**src/rtl/sym_pwm_pkg.sv**
```systemverilog
// Shared types for the symmetric PWM timer.
// Assumes: the mode encoding is decoded identically by every channel.
package sym_pwm_pkg;
    typedef enum logic [1:0] {
        OUT_OFF    = 2'd0,
        OUT_TOGGLE = 2'd1,
        OUT_PWM    = 2'd2,
        OUT_PWMINV = 2'd3
    } out_mode_e;
endpackage

```
**src/rtl/sym_pwm_prescaler.sv**
```systemverilog
// Clock-enable generator: emits one-cycle ticks at clk/1, /8, /64, /256
// or /1024 according to sel_i; other select values stop it.
// Assumes: PRE_W is at least 10 so the largest divider fits.
module sym_pwm_prescaler #(
    parameter int PRE_W = 10
) (
    input  logic       clk,
    input  logic       rst_n,
    input  logic [2:0] sel_i,
    output logic       tick_o
);
    logic [PRE_W-1:0] pre_q;
    logic [PRE_W-1:0] mask;
    logic             run;

    // select the divider mask; run is low for stop codes
    always_comb begin
        run  = 1'b1;
        case (sel_i)
            3'd1:    mask = '0;
            3'd2:    mask = PRE_W'(7);
            3'd3:    mask = PRE_W'(63);
            3'd4:    mask = PRE_W'(255);
            3'd5:    mask = PRE_W'(1023);
            default: begin mask = '0; run = 1'b0; end
        endcase
    end

    // free-running divider, parked at zero while stopped
    always_ff @(posedge clk) begin
        if (!rst_n || !run) pre_q <= '0;
        else                pre_q <= pre_q + PRE_W'(1);
    end

    assign tick_o = run && ((pre_q & mask) == mask);

    assert_stop_no_tick_R2: assert property (@(posedge clk) disable iff (!rst_n)
        (sel_i == 3'd0 || sel_i == 3'd6 || sel_i == 3'd7) |-> !tick_o);
    assert_div1_every_clock_R2: assert property (@(posedge clk) disable iff (!rst_n)
        (sel_i == 3'd1) |-> tick_o);
endmodule

```
**src/rtl/sym_pwm_counter.sv**
```systemverilog
// Up/down counter that bounces between 0 and the all-ones top value.
// Presents the next value and step direction so channels update in step.
// Assumes: load_en_i has priority over tick_i; a load keeps the direction.
module sym_pwm_counter #(
    parameter int CNT_W = 8
) (
    input  logic             clk,
    input  logic             rst_n,
    input  logic             tick_i,
    input  logic             load_en_i,
    input  logic [CNT_W-1:0] load_val_i,
    output logic [CNT_W-1:0] count_o,
    output logic [CNT_W-1:0] nxt_o,
    output logic             step_o,
    output logic             step_up_o
);
    localparam logic [CNT_W-1:0] TOP = '1;

    logic [CNT_W-1:0] count_q;
    logic             up_q;
    logic [CNT_W-1:0] nxt;
    logic             nxt_up;

    // next count and direction, turning at both ends
    always_comb begin
        if (count_q == TOP) begin
            nxt    = TOP - CNT_W'(1);
            nxt_up = 1'b0;
        end else if (count_q == '0) begin
            nxt    = CNT_W'(1);
            nxt_up = 1'b1;
        end else begin
            nxt    = up_q ? count_q + CNT_W'(1) : count_q - CNT_W'(1);
            nxt_up = up_q;
        end
        if (nxt == TOP)      nxt_up = 1'b0;
        else if (nxt == '0)  nxt_up = 1'b1;
    end

    // count register with load priority
    always_ff @(posedge clk) begin
        if (!rst_n) begin
            count_q <= '0;
            up_q    <= 1'b1;
        end else if (load_en_i) begin
            count_q <= load_val_i;
        end else if (tick_i) begin
            count_q <= nxt;
            up_q    <= nxt_up;
        end
    end

    assign count_o   = count_q;
    assign nxt_o     = nxt;
    assign step_o    = tick_i && !load_en_i;
    assign step_up_o = nxt > count_q;

    assert_step_by_one_R1: assert property (@(posedge clk) disable iff (!rst_n)
        (tick_i && !load_en_i) |=>
            (count_q == $past(count_q) + CNT_W'(1)) || (count_q == $past(count_q) - CNT_W'(1)));
    assert_turn_at_top_R1: assert property (@(posedge clk) disable iff (!rst_n)
        (tick_i && !load_en_i && count_q == TOP) |=> count_q == TOP - CNT_W'(1));
    assert_turn_at_bottom_R1: assert property (@(posedge clk) disable iff (!rst_n)
        (tick_i && !load_en_i && count_q == '0) |=> count_q == CNT_W'(1));
    assert_hold_when_idle_R2: assert property (@(posedge clk) disable iff (!rst_n)
        (!tick_i && !load_en_i) |=> $stable(count_q));
    assert_load_value_R9: assert property (@(posedge clk) disable iff (!rst_n)
        load_en_i |=> count_q == $past(load_val_i));
endmodule

```
**src/rtl/sym_pwm_channel.sv**
```systemverilog
// One compare channel: holding and active compare registers plus the
// waveform register for PWM, inverted PWM and (optionally) toggle modes.
// Assumes: step_i/nxt_i/step_up_i describe the counter move on this edge.
module sym_pwm_channel
    import sym_pwm_pkg::*;
#(
    parameter int CNT_W      = 8,
    parameter bit HAS_TOGGLE = 1'b1
) (
    input  logic             clk,
    input  logic             rst_n,
    input  logic             step_i,
    input  logic             step_up_i,
    input  logic [CNT_W-1:0] nxt_i,
    input  logic [1:0]       mode_i,
    input  logic             toggle_en_i,
    input  logic             we_i,
    input  logic [CNT_W-1:0] wdata_i,
    output logic             wave_o
);
    localparam logic [CNT_W-1:0] TOP = '1;

    logic [CNT_W-1:0] hold_q;
    logic [CNT_W-1:0] act_q;
    logic [CNT_W-1:0] eff;
    logic             lvl_q;
    logic             lvl_d;
    logic             at_top;
    logic             pwm_mode;
    logic             tgl_mode;
    logic             up_lvl;

    assign at_top   = step_i && (nxt_i == TOP);
    assign eff      = at_top ? hold_q : act_q;
    assign pwm_mode = (mode_i == OUT_PWM) || (mode_i == OUT_PWMINV);
    assign up_lvl   = (mode_i == OUT_PWMINV);

    generate
        if (HAS_TOGGLE) begin : g_tgl
            assign tgl_mode = (mode_i == OUT_TOGGLE) && toggle_en_i;
        end else begin : g_no_tgl
            assign tgl_mode = 1'b0 && toggle_en_i;
        end
    endgenerate

    // holding register written by the host
    always_ff @(posedge clk) begin
        if (!rst_n)    hold_q <= '0;
        else if (we_i) hold_q <= wdata_i;
    end

    // active compare copied from the holding register at top
    always_ff @(posedge clk) begin
        if (!rst_n)      act_q <= '0;
        else if (at_top) act_q <= hold_q;
    end

    // next waveform level from match, extremes and top forcing
    always_comb begin
        lvl_d = lvl_q;
        if (step_i && pwm_mode) begin
            if (eff == '0)            lvl_d = up_lvl;
            else if (eff == TOP)      lvl_d = !up_lvl;
            else if (nxt_i == TOP)    lvl_d = up_lvl;
            else if (nxt_i == eff)    lvl_d = step_up_i ? up_lvl : !up_lvl;
        end else if (step_i && tgl_mode) begin
            if (nxt_i == eff)         lvl_d = !lvl_q;
        end
    end

    // waveform register
    always_ff @(posedge clk) begin
        if (!rst_n) lvl_q <= 1'b0;
        else        lvl_q <= lvl_d;
    end

    assign wave_o = (pwm_mode || tgl_mode) ? lvl_q : 1'b0;

    assert_zero_cmp_low_R5: assert property (@(posedge clk) disable iff (!rst_n)
        ($past(step_i) && $past(mode_i) == OUT_PWM && mode_i == OUT_PWM && act_q == '0)
            |-> !wave_o);
    assert_top_cmp_high_R5: assert property (@(posedge clk) disable iff (!rst_n)
        ($past(step_i) && $past(mode_i) == OUT_PWM && mode_i == OUT_PWM && act_q == TOP)
            |-> wave_o);
    assert_top_forces_up_level_R6: assert property (@(posedge clk) disable iff (!rst_n)
        ($past(at_top) && $past(mode_i) == mode_i && mode_i[1] && act_q != '0 && act_q != TOP)
            |-> wave_o == mode_i[0]);
    assert_active_changes_at_top_R8: assert property (@(posedge clk) disable iff (!rst_n)
        !$past(at_top) |-> $stable(act_q));
    assert_off_mode_low_R7: assert property (@(posedge clk) disable iff (!rst_n)
        (mode_i == OUT_OFF) |-> !wave_o);
endmodule

```
**src/rtl/sym_pwm_timer.sv**
```systemverilog
// Top level: prescaler, bouncing counter, two compare channels (A with
// toggle support) and the bottom pulse/flag.
// Assumes: synchronous active-low reset; all inputs synchronous to clk.
module sym_pwm_timer #(
    parameter int CNT_W = 8,
    parameter int PRE_W = 10
) (
    input  logic             clk,
    input  logic             rst_n,
    input  logic [2:0]       clk_sel_i,
    input  logic             load_en_i,
    input  logic [CNT_W-1:0] load_val_i,
    input  logic             cmp_a_we_i,
    input  logic [CNT_W-1:0] cmp_a_wdata_i,
    input  logic             cmp_b_we_i,
    input  logic [CNT_W-1:0] cmp_b_wdata_i,
    input  logic [1:0]       mode_a_i,
    input  logic [1:0]       mode_b_i,
    input  logic             toggle_a_en_i,
    input  logic             tov_clr_i,
    output logic [CNT_W-1:0] count_o,
    output logic             wave_a_o,
    output logic             wave_b_o,
    output logic             tov_pulse_o,
    output logic             tov_flag_o
);
    logic             tick;
    logic             step;
    logic             step_up;
    logic [CNT_W-1:0] nxt;
    logic             hit_bottom;
    logic             pulse_q;
    logic             flag_q;

    sym_pwm_prescaler #(.PRE_W(PRE_W)) u_pre (
        .clk    (clk),
        .rst_n  (rst_n),
        .sel_i  (clk_sel_i),
        .tick_o (tick)
    );

    sym_pwm_counter #(.CNT_W(CNT_W)) u_cnt (
        .clk        (clk),
        .rst_n      (rst_n),
        .tick_i     (tick),
        .load_en_i  (load_en_i),
        .load_val_i (load_val_i),
        .count_o    (count_o),
        .nxt_o      (nxt),
        .step_o     (step),
        .step_up_o  (step_up)
    );

    sym_pwm_channel #(.CNT_W(CNT_W), .HAS_TOGGLE(1'b1)) u_ch_a (
        .clk         (clk),
        .rst_n       (rst_n),
        .step_i      (step),
        .step_up_i   (step_up),
        .nxt_i       (nxt),
        .mode_i      (mode_a_i),
        .toggle_en_i (toggle_a_en_i),
        .we_i        (cmp_a_we_i),
        .wdata_i     (cmp_a_wdata_i),
        .wave_o      (wave_a_o)
    );

    sym_pwm_channel #(.CNT_W(CNT_W), .HAS_TOGGLE(1'b0)) u_ch_b (
        .clk         (clk),
        .rst_n       (rst_n),
        .step_i      (step),
        .step_up_i   (step_up),
        .nxt_i       (nxt),
        .mode_i      (mode_b_i),
        .toggle_en_i (1'b0),
        .we_i        (cmp_b_we_i),
        .wdata_i     (cmp_b_wdata_i),
        .wave_o      (wave_b_o)
    );

    assign hit_bottom = step && (nxt == '0);

    // bottom pulse and sticky flag, set wins over clear
    always_ff @(posedge clk) begin
        if (!rst_n) begin
            pulse_q <= 1'b0;
            flag_q  <= 1'b0;
        end else begin
            pulse_q <= hit_bottom;
            if (hit_bottom)     flag_q <= 1'b1;
            else if (tov_clr_i) flag_q <= 1'b0;
        end
    end

    assign tov_pulse_o = pulse_q;
    assign tov_flag_o  = flag_q;

    assert_pulse_at_bottom_R10: assert property (@(posedge clk) disable iff (!rst_n)
        tov_pulse_o |-> (count_o == '0));
    assert_pulse_single_R10: assert property (@(posedge clk) disable iff (!rst_n)
        tov_pulse_o |=> !tov_pulse_o);
    assert_flag_follows_pulse_R10: assert property (@(posedge clk) disable iff (!rst_n)
        tov_pulse_o |-> tov_flag_o);
    assert_no_toggle_on_b_R7: assert property (@(posedge clk) disable iff (!rst_n)
        (mode_b_i == 2'd1) |-> !wave_b_o);
endmodule

```
**config.mk**
```make
export PLATFORM = sky130hd
export DESIGN_NAME = sym_pwm_timer
export DESIGN_NICKNAME = d
export VERILOG_FILES = /design/src/rtl/sym_pwm_pkg.sv /design/src/rtl/sym_pwm_prescaler.sv /design/src/rtl/sym_pwm_counter.sv /design/src/rtl/sym_pwm_channel.sv /design/src/rtl/sym_pwm_timer.sv
export SDC_FILE = /design/constraint.sdc
export NUM_CORES = 1
export LEC_CHECK = 0
export ABC_AREA = 0
export ABC_CLOCK_PERIOD_IN_PS = 5000
export BUFFER_PORTS_ARGS = -buffer_cell sky130_fd_sc_hd__buf_2
export CAP_MARGIN = 20
export CELL_PAD_IN_SITES_DETAIL_PLACEMENT = 2
export CELL_PAD_IN_SITES_GLOBAL_PLACEMENT = 2
export CORE_MARGIN = 10
export CORE_UTILIZATION = 34
export DETAILED_ROUTE_END_ITERATION = 8
export GPL_ROUTABILITY_DRIVEN = 0
export GPL_TIMING_DRIVEN = 0
export PLACE_DENSITY = 0.85
export SLEW_MARGIN = 15
export SYNTH_ARGS = -nofsm -noshare
export SYNTH_HDL_FRONTEND = slang
export SYNTH_SLANG_ARGS = --single-unit
```
**constraint.sdc**
```tcl
create_clock -name clk -period 5 [get_ports clk]
set_input_delay 0.5 -clock clk [delete_from_list [all_inputs] [get_ports clk]]
set_output_delay 0.5 -clock clk [all_outputs]
set_load 0.05 [all_outputs]
```
==> impl_metrics.json, run 1 <==
{
  "outcome": "finished clean",
  "grt_overflow_total": 0,
  "layout.nets": 537,
  "cpMostUsedCell": "a21oi_1",
  "io_buffers": 45,
  "core_um2": 10300,
  "initial_core_util_pct": 34.8,
  "final_antenna_net_count": 0,
  "numClockSinks": 55,
  "power.total_mw": 0.918,
  "synth-seq-cells": 55,
  "reg2reg_depth": 16,
  "start_kind": "flop",
  "fp.dieArea_um2": 15000,
  "clk-insertion-delay-late_ns": 0.32,
  "num_io_pins": 50,
  "synth_fp_nets": 485,
  "arrival_ns": 4.62,
  "ir_worst_vdd_uv": 122,
  "cts_tree": "built",
  "netlist_area_um2": 3570,
  "use_met1_pct": 20.2,
  "critical_path_class": "flop to flop",
  "setup_violations": 0,
  "cp_max_fo": 7,
  "drt_iter0_drc": 122,
  "die_h_um": 123,
  "final_hold_viol_count": 0,
  "worst_pin_slew_ns": 0.851,
  "cp.required_ns": 5.20,
  "drv_cap": 0,
  "numCtsBuffers": 5,
  "ctsLongestPathBuffers": 2,
  "postCtsSetupBuffers": 0,
  "final_core_util_pct": 39.5,
  "grt_first_pass_wirelength_mm": 19.7,
  "critPathMaxStageDelay_ns": 0.64,
  "met2_usage_pct": 28.3,
  "design_area_um2": 4060,
  "cellPowerDensity_nw_per_um2": 226,
  "seq_area_frac_synth_pct": 30.8,
  "rsz0062_at_grt": "false",
  "reg2reg_slack_ns": 0.57,
  "synthToLayoutAreaGrowth_pct": 13.7,
  "pre_cts_ws_ns": 0.649,
  "max_freq_mhz": 226,
  "synth_cell_type_count": 65,
  "min_period_ns": 4.43,
  "holdPathEnd": "u_ch_b.hold_q[6]",
  "internal-power_mw": 0.623,
  "drt-total-wl_mm": 11.7,
  "swShare_pct": 32.1,
  "drv_slew": 0,
  "drive_above_1_share_pct": 15.9,
  "p_comb_share_pct": 19.2,
  "path_cells": "inv_1, fa_1, a21oi_1, o211a_1, mux2i_1, nand2_1, ha_1, nand3_1, a21o_1, a21oi_1, o311a_1, nor4_2, xnor2_1, nor2_1, o211ai_1, o21ai_1",
  "antenna_found_initial": 0,
  "cts-hold-fix-buffers": 0,
  "finalCritPeriodShare_pct": 88.5,
  "drc": 0,
  "setup_tns_ns": 0,
  "hpwl_mm": 9.34,
  "post_cts_resized": 0,
  "timing.rr.end": "u_ch_a.lvl_q",
  "grt_usage_pct": 16.1,
  "p_leak_nw": 1.71,
  "r2r-start": "u_cnt.up_q",
  "p_seq_share_pct": 51.4,
  "grt_util_met3_pct": 2.53,
  "grt_pass1_vias": 3798,
  "hold_path_class": "input pin to flop",
  "max-slew-margin-rel_pct": 42.8,
  "grt_max_degree": 19,
  "vias": 3365,
  "clock_skew_ns": 0.0105,
  "synth-edff-count": 0,
  "worstHoldPathCells": 3,
  "synthCells": 431,
  "clock_power_share_pct": 29.4,
  "fin_ws_ns": 0.574,
  "placed_cell_area_um2": 3970,
  "endpoint_kind": "flop",
  "htree_levels": 2,
  "path_clk_slew_ns": 0.12,
  "hold_start": "cmp_b_wdata_i[6]",
  "die_w_um": 123,
  "synth_warnings": 0,
  "synthFlopType": "dfxtp_1",
  "core.rowCount": 37,
  "dr.pass1.iters": 4,
  "ys_async_sr_fraction_pct": 0,
  "p_switching_mw": 0.295,
  "routed_via_density": 5.42,
  "wl_per_cell_um": 18.8,
  "avgSynthCellArea_um2": 8.29,
  "grt.busiest_layer": "met2",
  "cpMaxStageDelayCell": "mux2i_1",
  "cts-root-buf": "clkbuf_8"
}
[power by group through the flow]
stage,combinational [mW],clock (mW),sequential (mW)
floorplan,0.108,0,0.487
global placement,0.167,0,0.481
detailed placement,0.176,0,0.482
CTS,0.178,0.278,0.472
global route,0.196,0.294,0.475
finish,0.176,0.270,0.471
[critical path: cells and delay by family, from the launching register on]
kind                       cells  cell delay (ns)
xor gates and xnor gates       1             0.22
DFF                            1             0.39
AOI/OAI and AO/OA              7             1.36
adders and majority gates      2             0.87
muxes                          1             0.64
buffers and inverters          1             0.17
and+or+nand+nor                4             0.65
[cell type report]
class,count,area (um2)
clock inverter,3,22.5
fill,1190,6220
tap,136,170
antenna,1,2.50
sequential,55,1100
timing repair buffer,45,225
buffer,20,93.8
clock buffer,5,68.8
inverter,17,63.8
multi-input combinational,339,2310
[cells in the final DEF, fill, tap and decap left out, types with 3 or more instances in the layout]
master / instances
a211oi_1: 3
a21o_1: 5
o211ai_1: 6
nor4_1: 7
nor2_1: 32
nand4_1: 13
clkbuf_8: 5
nand2_1: 43
dfxtp_1: 55
nand3_1: 17
inv_1: 17
buf_2: 47
nor3_1: 3
clkbuf_1: 14
nor4_2: 3
o211a_1: 4
nor2b_1: 27
a21boi_0: 9
or2_2: 4
xor2_1: 9
o21ai_1: 3
mux2i_1: 30
and2_1: 11
o21ai_0: 15
and3_1: 4
a21oi_1: 22
xnor2_1: 11
ha_1: 15
[cells in the mapped netlist (3+ instances only)]
| cell type | count | area [um2] |
|---|---|---|
| nor3_1 | 3 | 15.0 |
| nand4_1 | 13 | 81.3 |
| dfxtp_1 | 55 | 1100 |
| nor2_1 | 32 | 120 |
| ha_1 | 15 | 188 |
| o211a_1 | 4 | 40.0 |
| and3_1 | 4 | 25.0 |
| a21o_1 | 5 | 37.5 |
| o21ai_1 | 3 | 15.0 |
| nand2_1 | 43 | 161 |
| nor2b_1 | 27 | 169 |
| nor4_1 | 7 | 43.8 |
| inv_1 | 17 | 63.8 |
| a21oi_1 | 22 | 110 |
| and2_1 | 11 | 68.8 |
| a211oi_1 | 3 | 22.5 |
| a21boi_0 | 9 | 67.6 |
| or2_2 | 4 | 25.0 |
| o21ai_0 | 15 | 75.1 |
| o211ai_1 | 6 | 45.0 |
| xor2_1 | 9 | 78.8 |
| nor4_2 | 3 | 37.5 |
| xnor2_1 | 11 | 96.3 |
| nand3_1 | 17 | 85.1 |
| clkbuf_1 | 14 | 52.6 |
| mux2i_1 | 30 | 300 |
[through the flow]
stage                     cells  hold slack, ns
final                       621           0.432
after global routing        620           0.443
after CTS                   620           0.430
after detailed placement    612           0.488
after global placement      612           0.470
after floorplan             431           0.430
[cell families after synthesis]
kind of cell    count (synthesis)  synth area share, %
fa+ha+maj                      16                 5.81
mux                            31                 8.72
flops                          55                 30.8
buf+inv                        37                 4.41
simple gates                  184                 28.4
xor+xnor                       20                 4.90
compound gates                 88                 16.9
[state kept, by name, summed over array words and instances (netlist names), 8 cells and up]
register and cells:
u_pre.pre_q 10, u_ch_a.act_q 8, u_ch_a.hold_q 8, u_ch_b.act_q 8
u_ch_b.hold_q 8, u_cnt.count_o 8
[routing by layer]
metal | wire [um] | vias to the layer above
met5 | 0 | -
met4 | 129 | 0
met3 | 414 | 9
met2 | 5790 | 53
met1 | 5360 | 1647
li1 | - | 1656
[how the worst max path moves through the flow]
stage	from	to	slack (ns)	cells after the start
5_1_grt	u_cnt.up_q	u_ch_b.lvl_q	0.25	15
4_1_cts	u_cnt.up_q	u_ch_a.lvl_q	0.59	16
3_3_place_gp	u_cnt.up_q	u_ch_a.lvl_q	0.85	16
6_report	u_cnt.up_q	u_ch_a.lvl_q	0.57	16
3_5_place_dp	u_cnt.up_q	u_ch_b.lvl_q	0.65	15
2_1_floorplan	u_cnt.count_o[4]	u_ch_a.lvl_q	1.34	15
Note: power is estimated with default switching activity, not from simulation.
==> inputs of run 2 (changes only) <==
--- a/config.mk
+++ b/config.mk
@@ -8,7 +8,6 @@
 export ABC_AREA = 0
 export ABC_CLOCK_PERIOD_IN_PS = 5000
 export BUFFER_PORTS_ARGS = -buffer_cell sky130_fd_sc_hd__buf_2
-export CAP_MARGIN = 20
 export CELL_PAD_IN_SITES_DETAIL_PLACEMENT = 2
 export CELL_PAD_IN_SITES_GLOBAL_PLACEMENT = 2
 export CORE_MARGIN = 10
@@ -16,7 +15,7 @@
 export DETAILED_ROUTE_END_ITERATION = 8
 export GPL_ROUTABILITY_DRIVEN = 0
 export GPL_TIMING_DRIVEN = 0
-export PLACE_DENSITY = 0.85
+export PLACE_DENSITY_LB_ADDON = 0.1
 export SLEW_MARGIN = 15
 export SYNTH_ARGS = -nofsm -noshare
 export SYNTH_HDL_FRONTEND = slang
==> impl_metrics.json, run 2 (synthesis results as in run 1) <==
{
  "core.rowCount": 37,
  "timing.rr.end": "u_ch_a.lvl_q",
  "clk-insertion-delay-late_ns": 0.31,
  "initial_core_util_pct": 34.8,
  "worstHoldPathCells": 3,
  "arrival_ns": 4.58,
  "dr.pass1.iters": 4,
  "path_clk_slew_ns": 0.11,
  "start_kind": "flop",
  "final_common_cell": "dfxtp_1",
  "clock_power_share_pct": 31.9,
  "path_cells": "inv_1, ha_1, nand3_2, or4_4, and4_4, o31ai_1, ha_1, nand3_1, nor3_1, a21oi_1, o311a_1, nor4_2, xnor2_1, nor2_1, o211ai_1, o21ai_1",
  "largest-register": "u_pre.pre_q",
  "drt_iter0_drc": 136,
  "cpMostUsedCell": "ha_1",
  "cts-hold-fix-buffers": 0,
  "grt_first_pass_wirelength_mm": 19.3,
  "reg2reg_slack_ns": 0.62,
  "cpMaxStageDelayCell": "o31ai_1",
  "endpoint_kind": "flop",
  "worst_pin_slew_ns": 0.930,
  "wl_per_cell_um": 18.9,
  "clock_skew_ns": 0.0155,
  "grt_overflow_total": 0,
  "ctsLongestPathBuffers": 2,
  "final_hold_viol_count": 0,
  "num_io_pins": 50,
  "fp.dieArea_um2": 15000,
  "hpwl_mm": 9.34,
  "vias": 3383,
  "swShare_pct": 29.5,
  "setup_tns_ns": 0,
  "max_freq_mhz": 228,
  "postCtsSetupBuffers": 0,
  "critical_path_class": "flop to flop",
  "ir_worst_vdd_uv": 129,
  "setup_violations": 0,
  "die_h_um": 123,
  "fill_cells": 1207,
  "finalCritPeriodShare_pct": 87.5,
  "num_antenna_cells": 0,
  "outcome": "finished clean",
  "die_w_um": 123,
  "grt_max_degree": 18,
  "internal-power_mw": 0.671,
  "io_buffers": 45,
  "final_core_util_pct": 39.7,
  "antenna_found_initial": 0,
  "most-common-layout-cells": "dfxtp_1 (55), buf_2 (47), nand2_1 (43), nor2_1 (32), mux2i_1 (30)",
  "cp.required_ns": 5.20,
  "numClockSinks": 55,
  "p_switching_mw": 0.280,
  "post_cts_resized": 0,
  "p_seq_share_pct": 49.6,
  "drv_slew": 0,
  "drt-total-wl_mm": 11.7,
  "hold_path_class": "input pin to flop",
  "core_um2": 10300,
  "hold_start": "cmp_a_wdata_i[1]",
  "cts-root-buf": "clkbuf_8",
  "drc": 0,
  "cts_tree": "built",
  "drv_cap": 0,
  "synthToLayoutAreaGrowth_pct": 14.2,
  "max-slew-margin-rel_pct": 37.5,
  "holdPathEnd": "u_ch_a.hold_q[1]",
  "routed_via_density": 5.47,
  "r2r-start": "u_cnt.up_q",
  "p_comb_share_pct": 18.5,
  "p_leak_nw": 1.72,
  "cp_max_fo": 7,
  "layout.nets": 537,
  "drive_above_1_share_pct": 15.7,
  "grt_usage_pct": 15.8,
  "largest_reg_flops": 10,
  "critPathMaxStageDelay_ns": 0.75,
  "grt_pass1_vias": 3706,
  "cellPowerDensity_nw_per_um2": 233,
  "final_antenna_net_count": 0,
  "rsz0062_at_grt": "false",
  "min_period_ns": 4.38,
  "reg2reg_depth": 16,
  "numCtsBuffers": 5,
  "htree_levels": 2
}
[run 2: power groups by stage]
stage,registers (mW),logic [mW],clock network [mW]
final,0.471,0.176,0.304
after global routing,0.475,0.197,0.332
after CTS,0.472,0.179,0.317
after detailed placement,0.482,0.178,0
after global placement,0.482,0.171,0
after floorplan,0.487,0.108,0
[run 2: final cells by class]
cell class	instances	area, um2	area share [%]
Buffer	20	93.8	2.30
Inverter	17	63.8	1.56
Timing Repair Buffer	45	225	5.52
Clock buffer	5	68.8	1.69
Clock inverter	2	41.3	1.01
Tap cell	136	170	4.17
Multi-Input combinational cell	339	2310	56.7
Sequential cell	55	1100	27.0
[run 2: worst max-delay path by stage]
stage,to,slack [ns],from,depth (start not counted)
after floorplan,u_ch_a.lvl_q,1.34,u_cnt.count_o[4],15
after global placement,u_ch_b.lvl_q,0.64,u_cnt.up_q,15
after detailed placement,u_ch_a.lvl_q,0.59,u_cnt.up_q,16
after CTS,u_ch_a.lvl_q,0.59,u_cnt.up_q,16
after global routing,u_ch_a.lvl_q,0.38,u_cnt.count_o[1],17
final,u_ch_a.lvl_q,0.62,u_cnt.up_q,16
[run 2: critical path, delay by kind of cell (launching register included)]
family | cells | cell delay (ns)
AOI/OAI and AO/OA | 5 | 1.50
and+or+nand+nor | 7 | 1.17
adders and majority gates | 2 | 0.85
DFF | 1 | 0.38
xor gates and xnor gates | 1 | 0.20
buffers and inverters | 1 | 0.17
[run 2: routing by layer]
layer / track usage, % / up-vias / part of all wire (%)
li1: - / 1648 / -
met1: 19.8 / 1695 / 45
met2: 28.9 / 33 / 52
met3: 1.88 / 7 / 2.1
met4: 2.50 / 0 / 0.75
met5: 0 / - / 0
[run 2: metrics by stage]
| stage | setup WS (ns) | instances | cell area [um2] | power (mW) | hold slack, ns |
|---|---|---|---|---|---|
| after global routing | 0.382 | 619 | 4080 | 1.00 | 0.435 |
| after CTS | 0.588 | 619 | 4080 | 0.967 | 0.437 |
| final | 0.623 | 619 | 4080 | 0.951 | 0.441 |
| after global placement | 0.636 | 612 | 3970 | 0.653 | 0.453 |
| after floorplan | 1.34 | 431 | 3570 | 0.595 | 0.430 |
| after detailed placement | 0.590 | 612 | 3970 | 0.659 | 0.487 |
